**config.mk**
```make
export PLATFORM = sky130hd
export DESIGN_NAME = pcr_sequencer
export DESIGN_NICKNAME = d
export VERILOG_FILES = /design/src/rtl/pcr_pkg.sv /design/src/rtl/pcr_backend.sv /design/src/rtl/pcr_status.sv /design/src/rtl/pcr_sequencer.sv
export SDC_FILE = /design/constraint.sdc
export NUM_CORES = 1
export LEC_CHECK = 0
export BUFFER_PORTS_ARGS = -buffer_cell sky130_fd_sc_hd__buf_4
export CAP_MARGIN = 20
export CORE_ASPECT_RATIO = 0.6
export CORE_MARGIN = 2
export CORE_UTILIZATION = 60
export CTS_CLUSTER_DIAMETER = 40
export DETAILED_ROUTE_END_ITERATION = 7
export PLACE_DENSITY_LB_ADDON = 0.15
export SYNTH_ARGS = -nofsm -noshare
export SYNTH_HDL_FRONTEND = slang
export SYNTH_HIERARCHICAL = 1
export SYNTH_SLANG_ARGS = --single-unit
```
**constraint.sdc**
```tcl
create_clock -name clk -period 9.3 [get_ports clk]
set_clock_uncertainty 0.1 [all_clocks]
set_input_delay 0.465 -clock clk [delete_from_list [all_inputs] [get_ports clk]]
set_output_delay 0.465 -clock clk [all_outputs]
set_load 0.02 [all_outputs]
```
**src/rtl/pcr_pkg.sv**
```systemverilog
package pcr_pkg;
  typedef enum logic [1:0] {
    REQ_PERF_A = 2'd0,
    REQ_PERF_B = 2'd1,
    REQ_CFG    = 2'd2
  } req_t;

  localparam int NTYPES = 3;

  localparam logic [7:0] OFS_LVL_A  = 8'h00;
  localparam logic [7:0] OFS_LVL_B  = 8'h08;
  localparam logic [7:0] OFS_CMD    = 8'h10;
  localparam logic [7:0] OFS_STAT   = 8'h18;
  localparam logic [7:0] OFS_WMASK  = 8'h24;
  localparam logic [7:0] OFS_PDN_A  = 8'h30;
  localparam logic [7:0] OFS_PDN_B  = 8'h34;
  localparam logic [7:0] OFS_MBX_A  = 8'h68;
  localparam logic [7:0] OFS_CFG_RD = 8'h74;
  localparam logic [7:0] OFS_MBX_B  = 8'h78;

  localparam int CMD_GO_BIT = 31;

  // behavioural configuration-space answer
  function automatic logic [31:0] cfg_result(logic [3:0] func, logic [11:0] woff);
    return {8'h5A, func, 8'h00, woff};
  endfunction
endpackage

```
**src/rtl/pcr_backend.sv**
```systemverilog
module pcr_backend import pcr_pkg::*; #(
  parameter int LATENCY = 32,
  localparam int CW = $clog2(LATENCY + 1)
) (
  input  logic clk,
  input  logic rst_n,
  input  logic start_i,
  input  req_t type_i,
  input  logic inj_err_i,
  output logic busy_o,
  output logic done_o,
  output logic fail_o,
  output req_t type_o
);
  logic          busy_q, busy_d;
  logic [CW-1:0] cnt_q, cnt_d;
  req_t          type_q, type_d;

  always_comb begin
    busy_d = busy_q;
    cnt_d  = cnt_q;
    type_d = type_q;
    done_o = busy_q && (cnt_q == '0);
    if (done_o)      busy_d = 1'b0;
    else if (busy_q) cnt_d  = cnt_q - 1'b1;
    if (start_i && !busy_q) begin
      busy_d = 1'b1;
      cnt_d  = CW'(LATENCY - 1);
      type_d = type_i;
    end
  end

  assign fail_o = done_o && inj_err_i;
  assign busy_o = busy_q;
  assign type_o = type_q;

  always_ff @(posedge clk or negedge rst_n) begin
    if (!rst_n) begin
      busy_q <= 1'b0;
      cnt_q  <= '0;
      type_q <= REQ_PERF_A;
    end else begin
      busy_q <= busy_d;
      cnt_q  <= cnt_d;
      type_q <= type_d;
    end
  end
endmodule

```
**src/rtl/pcr_status.sv**
```systemverilog
module pcr_status import pcr_pkg::*; (
  input  logic              clk,
  input  logic              rst_n,
  input  logic [NTYPES-1:0] set_ok_i,
  input  logic [NTYPES-1:0] set_err_i,
  input  logic              clr_i,
  output logic [4*NTYPES-1:0] status_o,
  output logic              irq_o
);
  logic [4*NTYPES-1:0] st_q, st_d;

  always_comb begin
    st_d = clr_i ? '0 : st_q;
    for (int t = 0; t < NTYPES; t++) begin
      if (set_ok_i[t])  st_d[4*t]     = 1'b1;
      if (set_err_i[t]) st_d[4*t + 1] = 1'b1;
    end
  end

  always_ff @(posedge clk or negedge rst_n) begin
    if (!rst_n) st_q <= '0;
    else        st_q <= st_d;
  end

  assign status_o = st_q;
  assign irq_o    = |st_q;
endmodule

```
**src/rtl/pcr_sequencer.sv**
```systemverilog
module pcr_sequencer import pcr_pkg::*; #(
  parameter int LEVELS  = 8,
  parameter int LATENCY = 32,
  parameter int CPUS_A  = 2,
  parameter int CPUS_B  = 3
) (
  input  logic        clk,
  input  logic        rst_n,
  input  logic        bus_sel,
  input  logic        bus_wr,
  input  logic [7:0]  bus_addr,
  input  logic [31:0] bus_wdata,
  output logic [31:0] bus_rdata,
  input  logic        inj_err,
  output logic        irq
);
  localparam int LVW  = $clog2(LEVELS);
  localparam int NMBX = CPUS_A + CPUS_B;

  // reset: asynchronous assert, synchronous release
  logic rst_meta, rst_sync_n;
  always_ff @(posedge clk or negedge rst_n) begin
    if (!rst_n) begin
      rst_meta   <= 1'b0;
      rst_sync_n <= 1'b0;
    end else begin
      rst_meta   <= 1'b1;
      rst_sync_n <= rst_meta;
    end
  end

  logic wr_en, stat_rd;
  assign wr_en   = bus_sel && bus_wr;
  assign stat_rd = bus_sel && !bus_wr && (bus_addr == OFS_STAT);

  logic eng_busy, eng_done, eng_fail, go;
  req_t eng_type, go_type;
  logic req_a, req_b, req_c;
  logic [NTYPES-1:0] rej, set_ok, set_err;
  logic [4*NTYPES-1:0] status;

  assign req_a = wr_en && (bus_addr == OFS_LVL_A);
  assign req_b = wr_en && (bus_addr == OFS_LVL_B);
  assign req_c = wr_en && (bus_addr == OFS_CMD) && bus_wdata[CMD_GO_BIT];

  always_comb begin
    rej[0]  = req_a && (eng_busy || (bus_wdata >= 32'(LEVELS)));
    rej[1]  = req_b && (eng_busy || (bus_wdata >= 32'(LEVELS)));
    rej[2]  = req_c && eng_busy;
    go      = (req_a && !rej[0]) || (req_b && !rej[1]) || (req_c && !rej[2]);
    go_type = req_c ? REQ_CFG : (req_b ? REQ_PERF_B : REQ_PERF_A);
    for (int t = 0; t < NTYPES; t++) begin
      set_ok[t]  = eng_done && !eng_fail && (eng_type == req_t'(t));
      set_err[t] = rej[t] || (eng_done && eng_fail && (eng_type == req_t'(t)));
    end
  end

  pcr_backend #(.LATENCY(LATENCY)) u_backend (
    .clk(clk), .rst_n(rst_sync_n), .start_i(go), .type_i(go_type),
    .inj_err_i(inj_err), .busy_o(eng_busy), .done_o(eng_done),
    .fail_o(eng_fail), .type_o(eng_type)
  );

  pcr_status u_status (
    .clk(clk), .rst_n(rst_sync_n), .set_ok_i(set_ok), .set_err_i(set_err),
    .clr_i(stat_rd), .status_o(status), .irq_o(irq)
  );

  // control and configuration state
  logic [LVW-1:0] lvl_a_q, lvl_a_d, lvl_b_q, lvl_b_d, tgt_q, tgt_d;
  logic [3:0]     fn_q, fn_d;
  logic [11:0]    off_q, off_d, mask_q, mask_d;
  logic [31:0]    cfg_q, cfg_d;
  logic           pdn_a_q, pdn_a_d, pdn_b_q, pdn_b_d;

  always_comb begin
    lvl_a_d = lvl_a_q;
    lvl_b_d = lvl_b_q;
    tgt_d   = tgt_q;
    fn_d    = fn_q;
    off_d   = off_q;
    cfg_d   = cfg_q;
    mask_d  = mask_q;
    pdn_a_d = pdn_a_q;
    pdn_b_d = pdn_b_q;
    if (go) begin
      tgt_d = bus_wdata[LVW-1:0];
      fn_d  = bus_wdata[23:20];
      off_d = bus_wdata[11:0];
    end
    if (eng_done && !eng_fail) begin
      case (eng_type)
        REQ_PERF_A: lvl_a_d = tgt_q;
        REQ_PERF_B: lvl_b_d = tgt_q;
        REQ_CFG:    cfg_d   = cfg_result(fn_q, off_q);
        default:    ;
      endcase
    end
    if (wr_en) begin
      case (bus_addr)
        OFS_WMASK: mask_d  = bus_wdata[11:0];
        OFS_PDN_A: pdn_a_d = bus_wdata[0];
        OFS_PDN_B: pdn_b_d = bus_wdata[0];
        default:   ;
      endcase
    end
  end

  always_ff @(posedge clk or negedge rst_sync_n) begin
    if (!rst_sync_n) begin
      lvl_a_q <= '0;
      lvl_b_q <= '0;
      tgt_q   <= '0;
      fn_q    <= '0;
      off_q   <= '0;
      cfg_q   <= '0;
      mask_q  <= '0;
      pdn_a_q <= 1'b0;
      pdn_b_q <= 1'b0;
    end else begin
      lvl_a_q <= lvl_a_d;
      lvl_b_q <= lvl_b_d;
      tgt_q   <= tgt_d;
      fn_q    <= fn_d;
      off_q   <= off_d;
      cfg_q   <= cfg_d;
      mask_q  <= mask_d;
      pdn_a_q <= pdn_a_d;
      pdn_b_q <= pdn_b_d;
    end
  end

  // resume-address mailboxes, one word per CPU
  logic [31:0] mbx_q [NMBX];
  logic [7:0]  mbx_a [NMBX];

  for (genvar i = 0; i < NMBX; i++) begin : g_mbx
    localparam logic [7:0] MA = (i < CPUS_A) ? OFS_MBX_A + 8'(4 * i)
                                             : OFS_MBX_B + 8'(4 * (i - CPUS_A));
    logic [31:0] q, d;
    always_comb d = (wr_en && (bus_addr == MA)) ? bus_wdata : q;
    always_ff @(posedge clk or negedge rst_sync_n) begin
      if (!rst_sync_n) q <= '0;
      else             q <= d;
    end
    assign mbx_q[i] = q;
    assign mbx_a[i] = MA;
  end

  always_comb begin
    bus_rdata = '0;
    case (bus_addr)
      OFS_LVL_A:  bus_rdata = 32'(lvl_a_q);
      OFS_LVL_B:  bus_rdata = 32'(lvl_b_q);
      OFS_STAT:   bus_rdata = 32'(status);
      OFS_WMASK:  bus_rdata = 32'(mask_q);
      OFS_PDN_A:  bus_rdata = 32'(pdn_a_q);
      OFS_PDN_B:  bus_rdata = 32'(pdn_b_q);
      OFS_CFG_RD: bus_rdata = cfg_q;
      default:    ;
    endcase
    for (int i = 0; i < NMBX; i++)
      if (bus_addr == mbx_a[i]) bus_rdata = mbx_q[i];
  end
endmodule

```
==> flow_metrics.env <==
export IMPL_worstPathRequired_ps=8740
export IMPL_finalSetupViolations=0
export IMPL_drive_above_1_share_pct=38.0
export IMPL_clk_pin_slew_ps=60
export IMPL_final_period_utilization_pct=41.3
export IMPL_layout_cells_non_filler=1152
export IMPL_nets=950
export IMPL_critPathArrivalTime_ps=3280
export IMPL_outcome="finished clean"
export IMPL_wl_microns=27900
export IMPL_ys_flop_type="dfrtp_1"
export IMPL_synth_edf_count=0
export IMPL_htreeDepth=1
export IMPL_slowest_delay_ps=750
export IMPL_n_fill_cell=1165
export IMPL_critPathLaunch="bus_addr[2]"
export IMPL_cpLargestDelayFamily="simple AND/OR/NAND/NOR gates"
export IMPL_clock_sinks=230
export IMPL_finalMaxSlewViolations=0
export IMPL_cts_buffers=24
export IMPL_endpoint_kind="output pin"
export IMPL_boundaryPins=78
export IMPL_clock_fmax_mhz=260
export IMPL_powerDensity_nw_per_um2=174
export IMPL_ir_drop_mv=0.106
export IMPL_grt_overflow=0
export IMPL_worstSetupPathType="input pin to output pin"
export IMPL_crit_chain="buf_4 > nor4_4 > nand4b_1 > nand2_1 > nor2_1 > a221o_1 > buf_4"
export IMPL_holdCritPathClass="input pin to flip-flop"
export IMPL_async_reset_ff_share_pct=100
export IMPL_vias_per_cell=6.64
export IMPL_r2r_start="u_backend/cnt_q[0]"
export IMPL_grt_pass1_vias=7919
export IMPL_avgSynthCellArea_sq_um=12.8
export IMPL_cts_setup_buffers=0
export IMPL_cts_resized_gates=0
export IMPL_hold_viol_final=0
export IMPL_drc=0
export IMPL_chipWidth_microns=176
export IMPL_rows=37
export IMPL_ys_warn_count=6
export IMPL_fp_dieH_microns=107
export IMPL_syn2layout_area_growth_pct=15.1
export IMPL_antenna_found_initial=0
export IMPL_min_from="bus_wdata[16]"
export IMPL_grt_pass1_wl_microns=43800
export IMPL_post_drt_wl_per_cell_microns=24.2
export IMPL_core_area_sq_um=17300
export IMPL_drtIter0Drc=847
export IMPL_synth_area_sq_um=10600
export IMPL_cts_buffer_depth=3
export IMPL_cp_num_buf_inv=2
export IMPL_clk_latency_ps=520
export IMPL_die_area_sq_um=18900
export IMPL_place_congestion=0.843
export IMPL_numPortBuffers=77
export IMPL_p_leak_nw=6.04
export IMPL_crit_slowest_cell="nand4b_1"
export IMPL_start_util_pct=61.7
export IMPL_worstSetupStartpointType="input pin"
export IMPL_grt_usage_pct=30.2
export IMPL_synthCells=834
export IMPL_tightest_slew_ps=1130
export IMPL_clock_root_buffer="clkbuf_16"
export IMPL_place_inst=1104
export IMPL_tns_ps=0
export IMPL_ys_ff_latch=230
export IMPL_first_pass_iters=7
export IMPL_final_antenna_net_count=0
export IMPL_place_hpwl_microns=17800
export IMPL_rsz0062_at_grt="false"
export IMPL_cpMostUsedCell="buf_4"
export IMPL_period_needed_ps=3840
export IMPL_hold_buffers=1
export IMPL_cts_tree="done"
export IMPL_maxSlewHeadroom_pct=24.7
export IMPL_synth_cell_type_count=65
export IMPL_diodes=0
export IMPL_grt_max_degree=86
export IMPL_cap_violations=0
export IMPL_yosysSeqAreaShare_pct=54.0
export IMPL_critPathMaxFanout=12
export IMPL_via_count=7645
[final timing paths]
kind                                       end  slack [ps]  cells after the start
min in group asynchronous           rst_sync_n         170                      2
worst min register to register      rst_sync_n         250                      0
worst max register to register      lvl_a_q[1]        6370                      7
worst max-delay path              bus_rdata[1]        5460                      7
max in group asynchronous       g_mbx[4].q[18]        7280                      1
worst min-delay path            g_mbx[1].q[16]         130                      2
[layer usage]
metal,global-route usage (%),part of all wire (%),vias to the layer above
met1,44.2,45,3941
met3,6.42,8.3,71
li1,-,-,3263
met2,45.9,44,370
met5,0,0,-
met4,8.68,2.4,0
[layout make-up]
class / count / area, sq um / share of cell area [%]
Clock buffer: 32 / 651 / 5.31
Clock inverter: 9 / 115 / 0.939
Inverter: 5 / 18.8 / 0.153
Multi-Input combinational cell: 546 / 4640 / 37.8
Sequential cell: 230 / 5760 / 47.0
Tap cell: 234 / 293 / 2.39
Timing Repair Buffer: 96 / 781 / 6.37
[worst register-to-register path, cell delays in order, from the launching register on]
cell     delay [ps]
dfrtp_1         410
inv_1           110
ha_1            250
nor2b_1         160
and3_1          220
and2_1          210
nor4b_1         930
mux2_2          420
[cells in the mapped netlist (3+ instances only)]
cell type,count,area (sq um)
o21ai_0,22,110
nor4bb_1,3,30.0
or3_1,3,18.8
and2_1,3,18.8
inv_1,5,18.8
a22oi_1,27,203
nand2b_1,6,37.5
clkbuf_1,17,63.8
nor2b_1,3,18.8
mux2_2,199,2240
nand3_1,7,35.0
dfrtp_1,230,5760
nand2_1,23,86.3
o21a_1,5,37.5
nor3_1,4,20.0
o22ai_1,12,75.1
a221o_1,11,110
mux2_1,17,191
a21o_1,15,113
o31ai_1,4,30.0
nand4_1,5,31.3
buf_2,20,100
a21oi_1,24,120
nor2_1,53,199
a31oi_1,4,25.0
and3_1,4,25.0
a22o_1,15,131
buf_4,19,143
nor4_1,9,56.3
a221oi_1,12,105
a222oi_1,9,90.1
[power by group]
part / switching, mW / internal [mW] / leakage [nW] / total (mW)
Clock: 0.400 / 0.548 / 0.369 / 0.948
Sequential: 0.0302 / 1.03 / 3.17 / 1.06
Combinational: 0.0724 / 0.0511 / 2.50 / 0.124
[logic make-up (layout without fill, tap and decap cells)]
logic type / count (synthesis) / count (layout) / synth area share [%]
simple gates: 150 / 150 / 7.95
fa+ha+maj: 2 / 2 / 0.235
buf+inv: 63 / 142 / 3.14
mux: 217 / 217 / 22.9
other cells: 2 / 7 / 0.0705
compound gates: 170 / 170 / 11.6
flops: 230 / 230 / 54.0
[state kept, by name, indices dropped and copies added, names as in the netlist]
| name | cells |
|---|---|
| u_backend/type_o | 2 |
| cfg_q | 17 |
| rst_sync_n | 1 |
| u_backend/cnt_q | 6 |
| fn_q | 4 |
| g_mbx.q | 160 |
| lvl_b_q | 3 |
| u_status/status_o | 6 |
| lvl_a_q | 3 |
| pdn_b_q | 1 |
| rst_meta | 1 |
| mask_q | 12 |
| tgt_q | 2 |
| pdn_a_q | 1 |
| u_backend/busy_o | 1 |
| off_q | 10 |
[cells in the final DEF (no fill, tap or decap), types with 3 or more instances in the layout]
master / n
clkinv_2: 3
and2_1: 3
o21ai_0: 22
mux2_2: 199
nor4_1: 9
a221oi_1: 12
or3_1: 3
a31oi_1: 4
a21o_1: 15
a222oi_1: 9
nor2b_1: 3
nand2_1: 23
nand2b_1: 6
o22ai_1: 12
nor3_1: 4
nand3_1: 6
a21oi_1: 24
a22oi_1: 27
buf_4: 90
mux2_1: 17
clkbuf_16: 24
o31ai_1: 4
a22o_1: 15
inv_1: 5
nand4_1: 5
a221o_1: 11
nor2_1: 52
conb_1: 7
dfrtp_1: 229
clkbuf_1: 6
and3_1: 4
o21a_1: 5
[metrics by stage]
step | power (mW) | utilization [%] | cell area [sq um] | hold WS (ps) | setup WS [ps]
after floorplan | 1.14 | - | 10700 | 69.4 | 2320
after global placement | 1.19 | 65.8 | 11400 | 147 | 5470
after detailed placement | 1.20 | 65.9 | 11400 | 148 | 5340
after CTS | 2.13 | 70.4 | 12200 | 116 | 5360
after global routing | 2.20 | 71.0 | 12300 | 123 | 5370
final | 2.13 | 71.0 | 12300 | 127 | 5460
No activity file was read; power rests on OpenSTA's default activity.
